[src/rtl/adc_seq_pkg.sv]
// Package adc_seq_pkg
// Holds the types and tag values that the sequencer modules share.
package adc_seq_pkg;

    // Controller state: ST_IDLE picks the next chain, ST_CONV waits on the converter.
    typedef enum logic {
        ST_IDLE = 1'b0,
        ST_CONV = 1'b1
    } seq_st_e;

    // Chain tag values carried next to the start and done strobes.
    localparam logic TAG_NORM = 1'b0;
    localparam logic TAG_INJ  = 1'b1;

endpackage

[src/rtl/adc_seq_pick.sv]
// Module adc_seq_pick
// Finds the lowest set bit of a channel mask whose index is at least `from`.
// It is purely combinational. `from` is one bit wider than a channel index,
// so "one past the last channel" can be expressed, and then nothing is found.
module adc_seq_pick #(
    parameter int NUM_CH = 8,
    localparam int CH_W  = $clog2(NUM_CH)
) (
    input  logic [NUM_CH-1:0] mask,
    input  logic [CH_W:0]     from,
    output logic              found,
    output logic [CH_W-1:0]   idx
);

    // Scan from the top index down, so the lowest qualifying index is written last.
    always_comb begin
        found = 1'b0;
        idx   = '0;
        for (int i = NUM_CH - 1; i >= 0; i--) begin
            if (mask[i] && (i >= int'(from))) begin
                found = 1'b1;
                idx   = CH_W'(i);
            end
        end
    end

endmodule

[src/rtl/adc_seq_ctrl.sv]
// Module adc_seq_ctrl
// Holds the start bits, the abort bits and the conversion state machine.
// Assumptions: the converter restarts when it gets a new start pulse, so a
// conversion that was abandoned never delivers a late done strobe once
// another start has been sent. Done strobes that arrive in ST_IDLE are
// dropped. Channel search results come from adc_seq_pick instances in
// the parent.
module adc_seq_ctrl
    import adc_seq_pkg::*;
#(
    parameter int NUM_CH = 8,
    localparam int CH_W  = $clog2(NUM_CH)
) (
    input  logic            clk,
    input  logic            rst_n,
    input  logic            scan_en,
    input  logic            norm_go,
    input  logic            inj_go,
    input  logic            abort_conv_req,
    input  logic            abort_chain_req,
    input  logic            conv_done,
    input  logic            nf_found,
    input  logic [CH_W-1:0] nf_idx,
    input  logic            if_found,
    input  logic [CH_W-1:0] if_idx,
    input  logic            nx_found,
    input  logic [CH_W-1:0] nx_idx,
    output logic [CH_W-1:0] cur_ch,
    output logic            cur_inj,
    output logic            soc,
    output logic [CH_W-1:0] soc_ch,
    output logic            soc_inj,
    output logic            eoc_out,
    output logic [CH_W-1:0] eoc_ch,
    output logic            eoc_inj,
    output logic            norm_irq,
    output logic            inj_irq,
    output logic            norm_active,
    output logic            inj_active,
    output logic            abort_conv_pend,
    output logic            abort_chain_pend
);

    seq_st_e         st;
    logic [CH_W-1:0] nptr;      // normal channel to resume at
    logic            nptr_vld;  // nptr is valid; otherwise start at the lowest selected channel
    logic            finish;    // the current channel ends this cycle
    logic            good_done; // it ends with a real result
    logic [CH_W-1:0] norm_ch;   // channel a normal dispatch would start

    // A channel ends either when the converter reports done or when it is aborted.
    always_comb begin
        finish    = (st == ST_CONV) && (conv_done || abort_conv_pend);
        good_done = conv_done && !abort_conv_pend;
        norm_ch   = nptr_vld ? nptr : nf_idx;
    end

    // State machine: take requests, dispatch chains, step through channels, handle aborts.
    always_ff @(posedge clk) begin
        if (!rst_n) begin
            st               <= ST_IDLE;
            nptr             <= '0;
            nptr_vld         <= 1'b0;
            cur_ch           <= '0;
            cur_inj          <= TAG_NORM;
            soc              <= 1'b0;
            soc_ch           <= '0;
            soc_inj          <= TAG_NORM;
            eoc_out          <= 1'b0;
            eoc_ch           <= '0;
            eoc_inj          <= TAG_NORM;
            norm_irq         <= 1'b0;
            inj_irq          <= 1'b0;
            norm_active      <= 1'b0;
            inj_active       <= 1'b0;
            abort_conv_pend  <= 1'b0;
            abort_chain_pend <= 1'b0;
        end else begin
            soc      <= 1'b0;
            eoc_out  <= 1'b0;
            norm_irq <= 1'b0;
            inj_irq  <= 1'b0;

            // Requests are taken first; a clear further down in the same cycle overrides them.
            if (norm_go)
                norm_active <= 1'b1;
            if (inj_go)
                inj_active <= 1'b1;
            if (abort_conv_req && (st == ST_CONV))
                abort_conv_pend <= 1'b1;
            if (abort_chain_req && (norm_active || inj_active))
                abort_chain_pend <= 1'b1;

            if (abort_chain_pend) begin
                abort_chain_pend <= 1'b0;
                abort_conv_pend  <= 1'b0;
                st               <= ST_IDLE;
                if (inj_active) begin
                    inj_active  <= 1'b0;
                    norm_active <= 1'b0;
                    nptr_vld    <= 1'b0;
                end else if (scan_en) begin
                    nptr_vld <= 1'b0;
                end else begin
                    norm_active <= 1'b0;
                    nptr_vld    <= 1'b0;
                end
            end else if (st == ST_IDLE) begin
                abort_conv_pend <= 1'b0;
                if (inj_active) begin
                    if (!if_found) begin
                        inj_irq    <= 1'b1;
                        inj_active <= 1'b0;
                    end else begin
                        soc     <= 1'b1;
                        soc_ch  <= if_idx;
                        soc_inj <= TAG_INJ;
                        cur_ch  <= if_idx;
                        cur_inj <= TAG_INJ;
                        st      <= ST_CONV;
                    end
                end else if (norm_active) begin
                    if (!nptr_vld && !nf_found) begin
                        norm_irq    <= 1'b1;
                        norm_active <= 1'b0;
                    end else begin
                        soc     <= 1'b1;
                        soc_ch  <= norm_ch;
                        soc_inj <= TAG_NORM;
                        cur_ch  <= norm_ch;
                        cur_inj <= TAG_NORM;
                        st      <= ST_CONV;
                    end
                end
            end else if (finish) begin
                abort_conv_pend <= 1'b0;
                if (good_done) begin
                    eoc_out <= 1'b1;
                    eoc_ch  <= cur_ch;
                    eoc_inj <= cur_inj;
                end
                if (cur_inj == TAG_INJ) begin
                    if (nx_found) begin
                        soc     <= 1'b1;
                        soc_ch  <= nx_idx;
                        soc_inj <= TAG_INJ;
                        cur_ch  <= nx_idx;
                    end else begin
                        inj_irq    <= 1'b1;
                        inj_active <= 1'b0;
                        st         <= ST_IDLE;
                    end
                end else if (nx_found) begin
                    if (inj_active) begin
                        nptr     <= nx_idx;
                        nptr_vld <= 1'b1;
                        st       <= ST_IDLE;
                    end else begin
                        soc     <= 1'b1;
                        soc_ch  <= nx_idx;
                        soc_inj <= TAG_NORM;
                        cur_ch  <= nx_idx;
                    end
                end else begin
                    norm_irq <= 1'b1;
                    nptr_vld <= 1'b0;
                    st       <= ST_IDLE;
                    if (!scan_en)
                        norm_active <= 1'b0;
                end
            end
        end
    end

endmodule

[src/rtl/adc_chain_seq.sv]
// Module adc_chain_seq
// Top of the chain sequencer. Three channel pickers feed one controller:
// two find the lowest selected channel of each chain, and one finds the
// channel after the current one in the chain being converted.
// Assumes the masks stay stable while their chain is being dispatched.
module adc_chain_seq #(
    parameter int NUM_CH = 8,
    localparam int CH_W  = $clog2(NUM_CH)
) (
    input  logic              clk,
    input  logic              rst_n,
    input  logic              scan_en,
    input  logic [NUM_CH-1:0] norm_mask,
    input  logic [NUM_CH-1:0] inj_mask,
    input  logic              norm_go,
    input  logic              inj_go,
    input  logic              abort_conv_req,
    input  logic              abort_chain_req,
    input  logic              conv_done,
    output logic              soc,
    output logic [CH_W-1:0]   soc_ch,
    output logic              soc_inj,
    output logic              eoc_out,
    output logic [CH_W-1:0]   eoc_ch,
    output logic              eoc_inj,
    output logic              norm_irq,
    output logic              inj_irq,
    output logic              norm_active,
    output logic              inj_active,
    output logic              abort_conv_pend,
    output logic              abort_chain_pend
);

    logic [1:0][NUM_CH-1:0] masks;
    logic [1:0]             first_found;
    logic [1:0][CH_W-1:0]   first_idx;
    logic [NUM_CH-1:0]      nx_mask;
    logic [CH_W:0]          nx_from;
    logic                   nx_found;
    logic [CH_W-1:0]        nx_idx;
    logic [CH_W-1:0]        cur_ch;
    logic                   cur_inj;

    // Index 0 is the normal chain and index 1 the injected chain; the next-channel search follows the current chain.
    always_comb begin
        masks   = {inj_mask, norm_mask};
        nx_mask = cur_inj ? inj_mask : norm_mask;
        nx_from = {1'b0, cur_ch} + (CH_W + 1)'(1);
    end

    // One lowest-channel picker for each chain.
    for (genvar g = 0; g < 2; g++) begin : g_first
        adc_seq_pick #(.NUM_CH(NUM_CH)) u_first (
            .mask  (masks[g]),
            .from  ('0),
            .found (first_found[g]),
            .idx   (first_idx[g])
        );
    end

    adc_seq_pick #(.NUM_CH(NUM_CH)) u_next (
        .mask  (nx_mask),
        .from  (nx_from),
        .found (nx_found),
        .idx   (nx_idx)
    );

    adc_seq_ctrl #(.NUM_CH(NUM_CH)) u_ctrl (
        .clk              (clk),
        .rst_n            (rst_n),
        .scan_en          (scan_en),
        .norm_go          (norm_go),
        .inj_go           (inj_go),
        .abort_conv_req   (abort_conv_req),
        .abort_chain_req  (abort_chain_req),
        .conv_done        (conv_done),
        .nf_found         (first_found[0]),
        .nf_idx           (first_idx[0]),
        .if_found         (first_found[1]),
        .if_idx           (first_idx[1]),
        .nx_found         (nx_found),
        .nx_idx           (nx_idx),
        .cur_ch           (cur_ch),
        .cur_inj          (cur_inj),
        .soc              (soc),
        .soc_ch           (soc_ch),
        .soc_inj          (soc_inj),
        .eoc_out          (eoc_out),
        .eoc_ch           (eoc_ch),
        .eoc_inj          (eoc_inj),
        .norm_irq         (norm_irq),
        .inj_irq          (inj_irq),
        .norm_active      (norm_active),
        .inj_active       (inj_active),
        .abort_conv_pend  (abort_conv_pend),
        .abort_chain_pend (abort_chain_pend)
    );

endmodule

[config.mk]
export PLATFORM = sky130hd
export DESIGN_NAME = adc_chain_seq
export DESIGN_NICKNAME = d
export VERILOG_FILES = /design/src/rtl/adc_seq_pkg.sv /design/src/rtl/adc_seq_pick.sv /design/src/rtl/adc_seq_ctrl.sv /design/src/rtl/adc_chain_seq.sv
export SDC_FILE = /design/constraint.sdc
export NUM_CORES = 1
export LEC_CHECK = 0
export BUFFER_PORTS_ARGS = -buffer_cell sky130_fd_sc_hd__buf_2
export CORE_ASPECT_RATIO = 0.7
export CORE_UTILIZATION = 53
export DETAILED_ROUTE_END_ITERATION = 10
export GPL_ROUTABILITY_DRIVEN = 0
export PLACE_DENSITY = 0.89
export SYNTH_ARGS = -nofsm -noshare
export SYNTH_HDL_FRONTEND = slang
export SYNTH_SLANG_ARGS = --single-unit
[constraint.sdc]
create_clock -name clk -period 2.5 [get_ports clk]
set_input_delay 0.625 -clock clk [delete_from_list [all_inputs] [get_ports clk]]
set_output_delay 0.625 -clock clk [all_outputs]
set_load 0.1 [all_outputs]
==> results of run 1 <==
-- through the flow --
stage / cells / power, mW / utilization
2_1_floorplan: 194 / 0.764 / -
3_3_place_gp: 267 / 0.854 / 0.643
3_5_place_dp: 267 / 0.860 / 0.643
4_1_cts: 271 / 1.08 / 0.659
5_1_grt: 271 / 1.14 / 0.660
6_report: 271 / 1.09 / 0.660
-- cells by family (layout without fill, tap and decap cells) --
group                      after synthesis  count (layout)  synth area share
and+or+nand+nor                         78              78             0.259
buffers and inverters                   16              57            0.0520
muxes                                    9               9            0.0600
xor gates and xnor gates                 2               2            0.0112
DFF                                     22              22             0.282
adders and majority gates                4               4            0.0320
AOI/OAI and AO/OA                       63              63             0.303
-- area by class of cell --
cell class	count	area (um^2)
multi-input cells	156	1040
clock buffers	3	41.3
well taps	36	45.0
repair buffers	44	233
flip-flops and latches	22	452
fillers	253	952
inverters	9	33.8
clock inverters	1	3.75
-- where the power goes --
part | internal, mW | switching [mW]
logic | 0.142 | 0.303
clock network | 0.110 | 0.113
registers | 0.376 | 0.0425
total | 0.628 | 0.458
-- layer usage --
| metal | vias to the layer above | wire, um |
|---|---|---|
| met2 | 105 | 1710 |
| met4 | 0 | 17 |
| met5 | - | 0 |
| met1 | 750 | 1950 |
| li1 | 808 | - |
| met3 | 6 | 480 |
-- critical path, cell delays in order (launching register included) --
cell       delay [ns]
dfxtp_4          0.38
ha_1             0.26
xor2_1           0.17
a221oi_2         0.37
o41ai_4          0.15
buf_4            0.18
a41oi_1          0.30
nor2_1           0.07
a2111oi_1        0.34
-- Yosys cell counts (2+ instances only) --
cell type	count	area [um^2]
nand3_1	2	10.0
clkbuf_1	2	7.51
o211ai_1	2	15.0
o221a_1	2	22.5
and2_1	3	18.8
o21ai_0	11	55.1
o21a_1	4	30.0
nand2b_1	4	25.0
nor3_1	3	15.0
or4_1	3	22.5
o31ai_1	3	22.5
a31oi_1	2	12.5
buf_2	2	10.0
nand4_1	2	12.5
or2_2	3	18.8
mux2_2	3	33.8
a21oi_1	13	65.1
a22oi_1	2	15.0
o221a_2	2	22.5
inv_1	8	30.0
nor4_1	5	31.3
ha_1	4	50.1
buf_6	2	22.5
mux2i_1	6	60.1
nand2_1	20	75.1
nor2_1	21	78.8
nor2b_1	4	25.0
o22ai_1	2	12.5
dfxtp_1	22	440
-- placed cells by master (no fill, tap or decap), types with 3 or more instances in the layout --
master,count
o21ai_0,11
clkbuf_8,3
ha_1,4
a21oi_1,13
or2_2,3
mux2i_1,6
dfxtp_1,17
nand2_1,20
mux2_2,3
and2_1,3
inv_1,8
o21a_1,4
nor2b_1,4
nor3_1,3
o31ai_1,3
buf_4,5
nand2b_1,4
or4_1,3
nor2_1,21
buf_2,39
dfxtp_2,3
nor4_1,5
-- final timing paths --
kind	slack (ns)	depth (start not counted)	start	to
hold reg to reg	0.46	2	u_ctrl.nptr[0]$_SDFFE_PN0P_	u_ctrl.nptr[0]$_SDFFE_PN0P_
hold / removal	0.46	2	u_ctrl.nptr[0]$_SDFFE_PN0P_	u_ctrl.nptr[0]$_SDFFE_PN0P_
setup / recovery	0.16	8	u_ctrl.cur_ch[0]$_SDFFE_PN0P_	u_ctrl.inj_active$_SDFF_PN0_
setup reg to reg	0.16	8	u_ctrl.cur_ch[0]$_SDFFE_PN0P_	u_ctrl.inj_active$_SDFF_PN0_
==> results.txt, run 1 <==
- Setup violations remaining at the end of the flow were counted as 0.
- Number of cells produced by synthesis: 194
- Max-cap violations in this run came to 0.
- Setup ws final: 0.159 ns
- CTS Root Cell: clkbuf_8
- Number of synthesized register bits: 22
- DIE AREA: 3170 um^2
- CTS hold repair buffers: 0
- The number of antenna violations at the first check in global routing was 0.
* Setup slack at placement: 0.0906 ns
- Part of the Yosys area used for sequential elements: 0.282
- Clk_lat worst skew: 0.26 ns
- The synthesized design contains 0 enable-type register cells.
- Port buffering added 39 buffers.
- Net total in the final layout: 264
- After detailed placement, the total cell area comes to 1800 um^2.
- Horizontal extent of the die: 66.9 um
- CP Data Required Time: 2.64 ns
* Synthesis Warnings: 0
- Number of ports placed on the die boundary: 40
- CP startpoint kind: flip-flop
- Combined area of all synthesized cells: 1560 um^2
- Maximum vdd ir drop: 0.378 mV
- Maximum count of clock buffers along a single path: 2
* Number of nets produced by synthesis: 222
* Worst path arrival time: 2.48 ns
- Global Route met1 Usage: 0.403
- Clk pin slew, worst setup/hold paths: 0.08 ns
- The floorplan has 16 rows.
- In this run the tightest slew margin relative to its limit is 0.539.
- Average routed wire per standard cell: 15.3 um
* Transition time at the pin with the least slew margin: 0.690 ns
- The HPWL after detailed placement is 3.14 mm.
- Across all hold checks on the routed design, the worst slack comes to 0.460 ns.
- The total overflow left after global routing is 0.
- Type of the worst setup path: reg2reg
* Post-layout instance area: 1850 um^2
- For this run, the leading register cell type out of synthesis is dfxtp_1.
- Total power density per cell area: 587 nW/um^2
* Number of levels in the clock H-tree: 1
* Global-route wire length before repair: 6.43 mm
- Final sum of negative setup slack: 0 ns
* TritonCTS clock tree: done
- Grt peak-use layer: met2
* Fraction of met3 tracks used by global routing: 0.0714
- Total number of vias: 1669
- Derived from the worst setup path, the maximum achievable clock frequency is 427 MHz.
- The first detailed-routing pass took 5 iterations.
- Entering global routing, the biggest net connects 13 pins.
- In this run, the number of DRC markers left after iteration 0 of detailed routing was 88.
- Crit end category: flip-flop
* Ratio of cells with drive above 1 in the final layout: 0.294
- Unrepaired setup endpoints after global routing: false
* Die Y-Extent: 47.4 um
- Initial standard-cell utilization of the core: 0.558
* Final Max Slew Viols: 0
* Number of unique standard cell types used by synthesis: 61
- Number of antenna-violating nets in the routed design: 0
* Fraction of registers with async set/reset: 0
- Largest fanout on the critical path: 8
* Number of diodes added for antenna fixing: 0
- HP Class: reg2reg
- DRC Markers: 0
- Leakage: 0.798 nW
- Buffers inserted during clock tree synthesis total 3.
* Area of the placeable core: 2800 um^2
- Hold Vio Cnt, Final: 0
- Number of global-route vias before repair: 1385
- Post-CTS Setup Inserts: 0
* Status: finished, final reports clean
- For met2 alone, demand over resource in global routing was 0.410.
- Relative to the synthesized area, the layout overhead comes to 18.4%.
- Largest registers ranked by flip-flop count: u_ctrl.cur_ch x3, u_ctrl.eoc_ch x3, u_ctrl.nptr x3
- Across every metal layer, demand over resource in global routing totals 0.273.
* Worst clock skew: 0.00246 ns
- Counting I/O delays and the setup requirement, the final critical path takes 2.34 ns.
* Syn Area/Cell: 8.06 um^2
* DRT Wirelength: 4.16 mm
- Using the TritonRoute via totals, the vias-per-cell ratio works out to 6.16.
- Clock sink total: 22
- Dividing the final minimum period by the clock period gives 0.936.
- Number of gates resized after cts: 0
Power figures use the tool's default switching activity.
==> run 2: changes to the inputs <==
Settings changed: CORE_ASPECT_RATIO 0.7 to not set.
==> results.txt, run 2 (synthesis results as in run 1) <==
- Status: finished, final reports clean
- Fillers: 248 (-2.0%)
- Combinational power share: 0.432 (+0.022)
- The endpoint identified for the worst register-to-register timing path is u_ctrl.inj_active$_SDFF_PN0_.
- The instance count along the most critical hold path is 2 (unchanged).
- TritonCTS built the clock tree.
- CTS buffer count: 3 (unchanged)
* Hold Vio Cnt, Final: 0 (unchanged)
* Number of antenna-violating nets in the routed design: 0 (unchanged)
- Metal2 WL: 1.77 mm (+3.7%)
* Most common cell after layout, fill and taps aside: buf_2
- Average routed wire per standard cell: 14.7 um (-4.3%)
- CP startpoint kind: flip-flop
- Number of ports placed on the die boundary: 40 (unchanged)
- Highest metal used: met4
- The number of buffer cells added on primary ports is 39 (unchanged).
* Total of max-cap violations: 0 (unchanged)
- The highest clock rate was 426 MHz (-0.21%).
- CTS hold repair buffers: 0 (unchanged)
- Leakage: 0.811 nW (+1.5%)
* Number of gates resized after cts: 0 (unchanged)
- The met3 wire length is 313 um (-35%).
- The clock-pin slew of the registers on the worst-case setup and hold paths came to 0.12 ns (+0.04 ns).
* Initial standard-cell utilization of the core: 0.562 (+0.00426)
- Reg power frac: 0.401 (+0.015)
* Transition time at the pin with the least slew margin: 0.680 ns (-0.00955 ns)
- The net switching power figure is 0.451 mW (-1.5%).
- The final worst setup slack came to 0.154 ns (-0.00491 ns).
- DRC Markers: 0 (unchanged)
* Setup slack at placement: 0.108 ns (+0.0171 ns)
* Number of global-route vias before repair: 1501 (+8.4%)
* GRT overflow: 0 (unchanged)
- The worst ir drop on vdd came to 0.613 mV (+62%).
- FF-to-FF setup slack: 0.15 ns (about the same)
- The vias after detailed routing came to 1661 (-0.48%).
- Worst clock skew: 0.00269 ns (+0.000238 ns)
* Number of DRC violations after detailed-routing iteration 0: 104 (+18%)
- Net total in the final layout: 268 (+1.5%)
- Worst path arrival time: 2.55 ns (+0.07 ns)
* Post-CTS Setup Inserts: 0 (unchanged)
- The largest buffer count on any clock path came to 2 (unchanged).
- HP Class: reg2reg
- The clock latency on the worst-skew pair was 0.32 ns (+0.06 ns).
* Portion of the clock cycle consumed by the worst path in the final layout: 0.938 (+0.00197)
- The estimated wirelength of the detail-placed design came to 3.12 mm (-0.44%).
- Area of the placeable core: 2780 um^2 (-0.76%)
* Clock power frac: 0.166 (-0.039)
- The internal power is 0.585 mW (-6.9%).
- Final Max Slew Viols: 0 (unchanged)
- The number of optimization iterations in the first detailed-route pass is 4 (-1).
- Final sum of negative setup slack: 0 ns (unchanged)
- Syn-to-layout area delta: 18.6%
- The H-tree depth is 1 (unchanged).
* Horizontal extent of the die: 56.3 um (-16%)
- Avg Vias per Cell: 6.15 (-0.11%)
- The post-detailed-routing wire length came to 3.96 mm (-4.7%).
- Clock sink total: 22 (unchanged)
- CTS Root Cell: clkbuf_4
- Critical hold path startpoint: u_ctrl.nptr[0]$_SDFFE_PN0P_
- DIE AREA: 3170 um^2 (-0.11%)
- STA classifies the critical path endpoint as a flip-flop.
- Tmin final: 2.35 ns (+0.00491 ns)
- M1 wire length: 1.79 mm (-8.0%)
- The wire length of the first global-routing pass came to 6.89 mm (+7.1%).
- The number of antenna violations at the first check in global routing was 0 (unchanged).
- Setup repair after global routing left no endpoint under its margin.
- In this run the critical register-to-register path is launched from u_ctrl.cur_ch[0]$_SDFFE_PN0P_.
* Worst slew slack as a fraction of its limit: 0.545 (+0.00638)
- Hold Path Sink: u_ctrl.nptr[0]$_SDFFE_PN0P_
- Number of rows in the core area: 19 (+3)
* Total power density per cell area: 559 nW/um^2 (-4.7%)
* Largest fanout on the critical path: 8 (unchanged)
- The cell count of the worst reg-to-reg path was 8 (unchanged).
* Ratio of cells with drive above 1 in the final layout: 0.301 (+0.00764)
- The required arrival time at the worst endpoint is 2.70 ns (+0.06 ns).
- The setup path with the least slack is of type reg2reg.
* Tot GR Track Use: 0.274 (+0.000391)
- Number of diodes added for antenna fixing: 0 (unchanged)
- Most used cells in the layout excluding fill and tap cells: buf_2, nor2_1, nand2_1
- The count of final setup violators was 0 (unchanged).
- The largest net degree at the start of global routing was 13 (unchanged).
- Die Y-Extent: 56.3 um (+19%)
- Proportion of total power due to net switching: 0.435 (+0.0137)
- Largest registers ranked by flip-flop count: u_ctrl.cur_ch x3, u_ctrl.eoc_ch x3, u_ctrl.nptr x3
run 2: changes by cell type in the layout (fill, tap and decap cells not counted):
cell and delta:
clkinv_1 -1, dfxtp_2 -1, clkbuf_8 -3, buf_4 +4, clkbuf_4 +3, clkbuf_1 +1, a2111oi_1 -1, dfxtp_1 +1
a2111oi_0 +1
run 2: layer usage:
layer | up-vias | global-route usage
li1 | 816 | -
met1 | 760 | 0.378
met2 | 76 | 0.422
met3 | 9 | 0.0576
met4 | 0 | 0.101
met5 | - | 0
run 2: worst max-delay path: stages, from the launching register on:
cell	delay (ns)
dfxtp_4	0.39
ha_1	0.25
xor2_1	0.17
a221oi_2	0.38
o41ai_4	0.16
buf_4	0.18
a41oi_1	0.29
nor2_1	0.06
a2111oi_0	0.33
run 2: power by group through the flow:
stage	sequential [mW]	combinational [mW]	clock (mW)
finish	0.416	0.448	0.172
global route	0.420	0.482	0.195
CTS	0.415	0.443	0.175
detailed placement	0.423	0.441	0
global placement	0.422	0.435	0
floorplan	0.526	0.238	0
run 2: cell type report:
| cell class | instances | area (um^2) | share of cell area |
|---|---|---|---|
| inverter | 9 | 33.8 | 0.0182 |
| sequential | 22 | 450 | 0.243 |
| timing repair buffer | 48 | 263 | 0.142 |
| multi-input combinational | 156 | 1040 | 0.562 |
| clock buffer | 4 | 26.3 | 0.0142 |
| tap | 31 | 38.8 | 0.0209 |
run 2: stage by stage:
step	instances	total power, mW	hold slack (ns)	area (um^2)	util
6_report	270	1.04	0.473	1850	0.666
5_1_grt	270	1.10	0.506	1850	0.666
4_1_cts	270	1.03	0.476	1850	0.666
3_5_place_dp	266	0.864	0.460	1830	0.657
3_3_place_gp	266	0.857	0.448	1830	0.657
2_1_floorplan	194	0.764	0.436	1570	-
run 2: worst max path at each step:
stage / start / endpoint / slack [ns] / cells past startpoint
floorplan: u_ctrl.abort_conv_pend$_SDFFE_PP0P_ / u_ctrl.cur_ch[2]$_SDFFE_PN0P_ / 0.04 / 6
global placement: norm_mask[3] / u_ctrl.cur_ch[2]$_SDFFE_PN0P_ / 0.13 / 6
detailed placement: norm_mask[3] / u_ctrl.cur_ch[2]$_SDFFE_PN0P_ / 0.11 / 6
CTS: u_ctrl.cur_ch[0]$_SDFFE_PN0P_ / u_ctrl.inj_active$_SDFF_PN0_ / 0.15 / 8
global route: u_ctrl.cur_ch[0]$_SDFFE_PN0P_ / u_ctrl.inj_active$_SDFF_PN0_ / 0.01 / 9
finish: u_ctrl.cur_ch[0]$_SDFFE_PN0P_ / u_ctrl.inj_active$_SDFF_PN0_ / 0.15 / 8
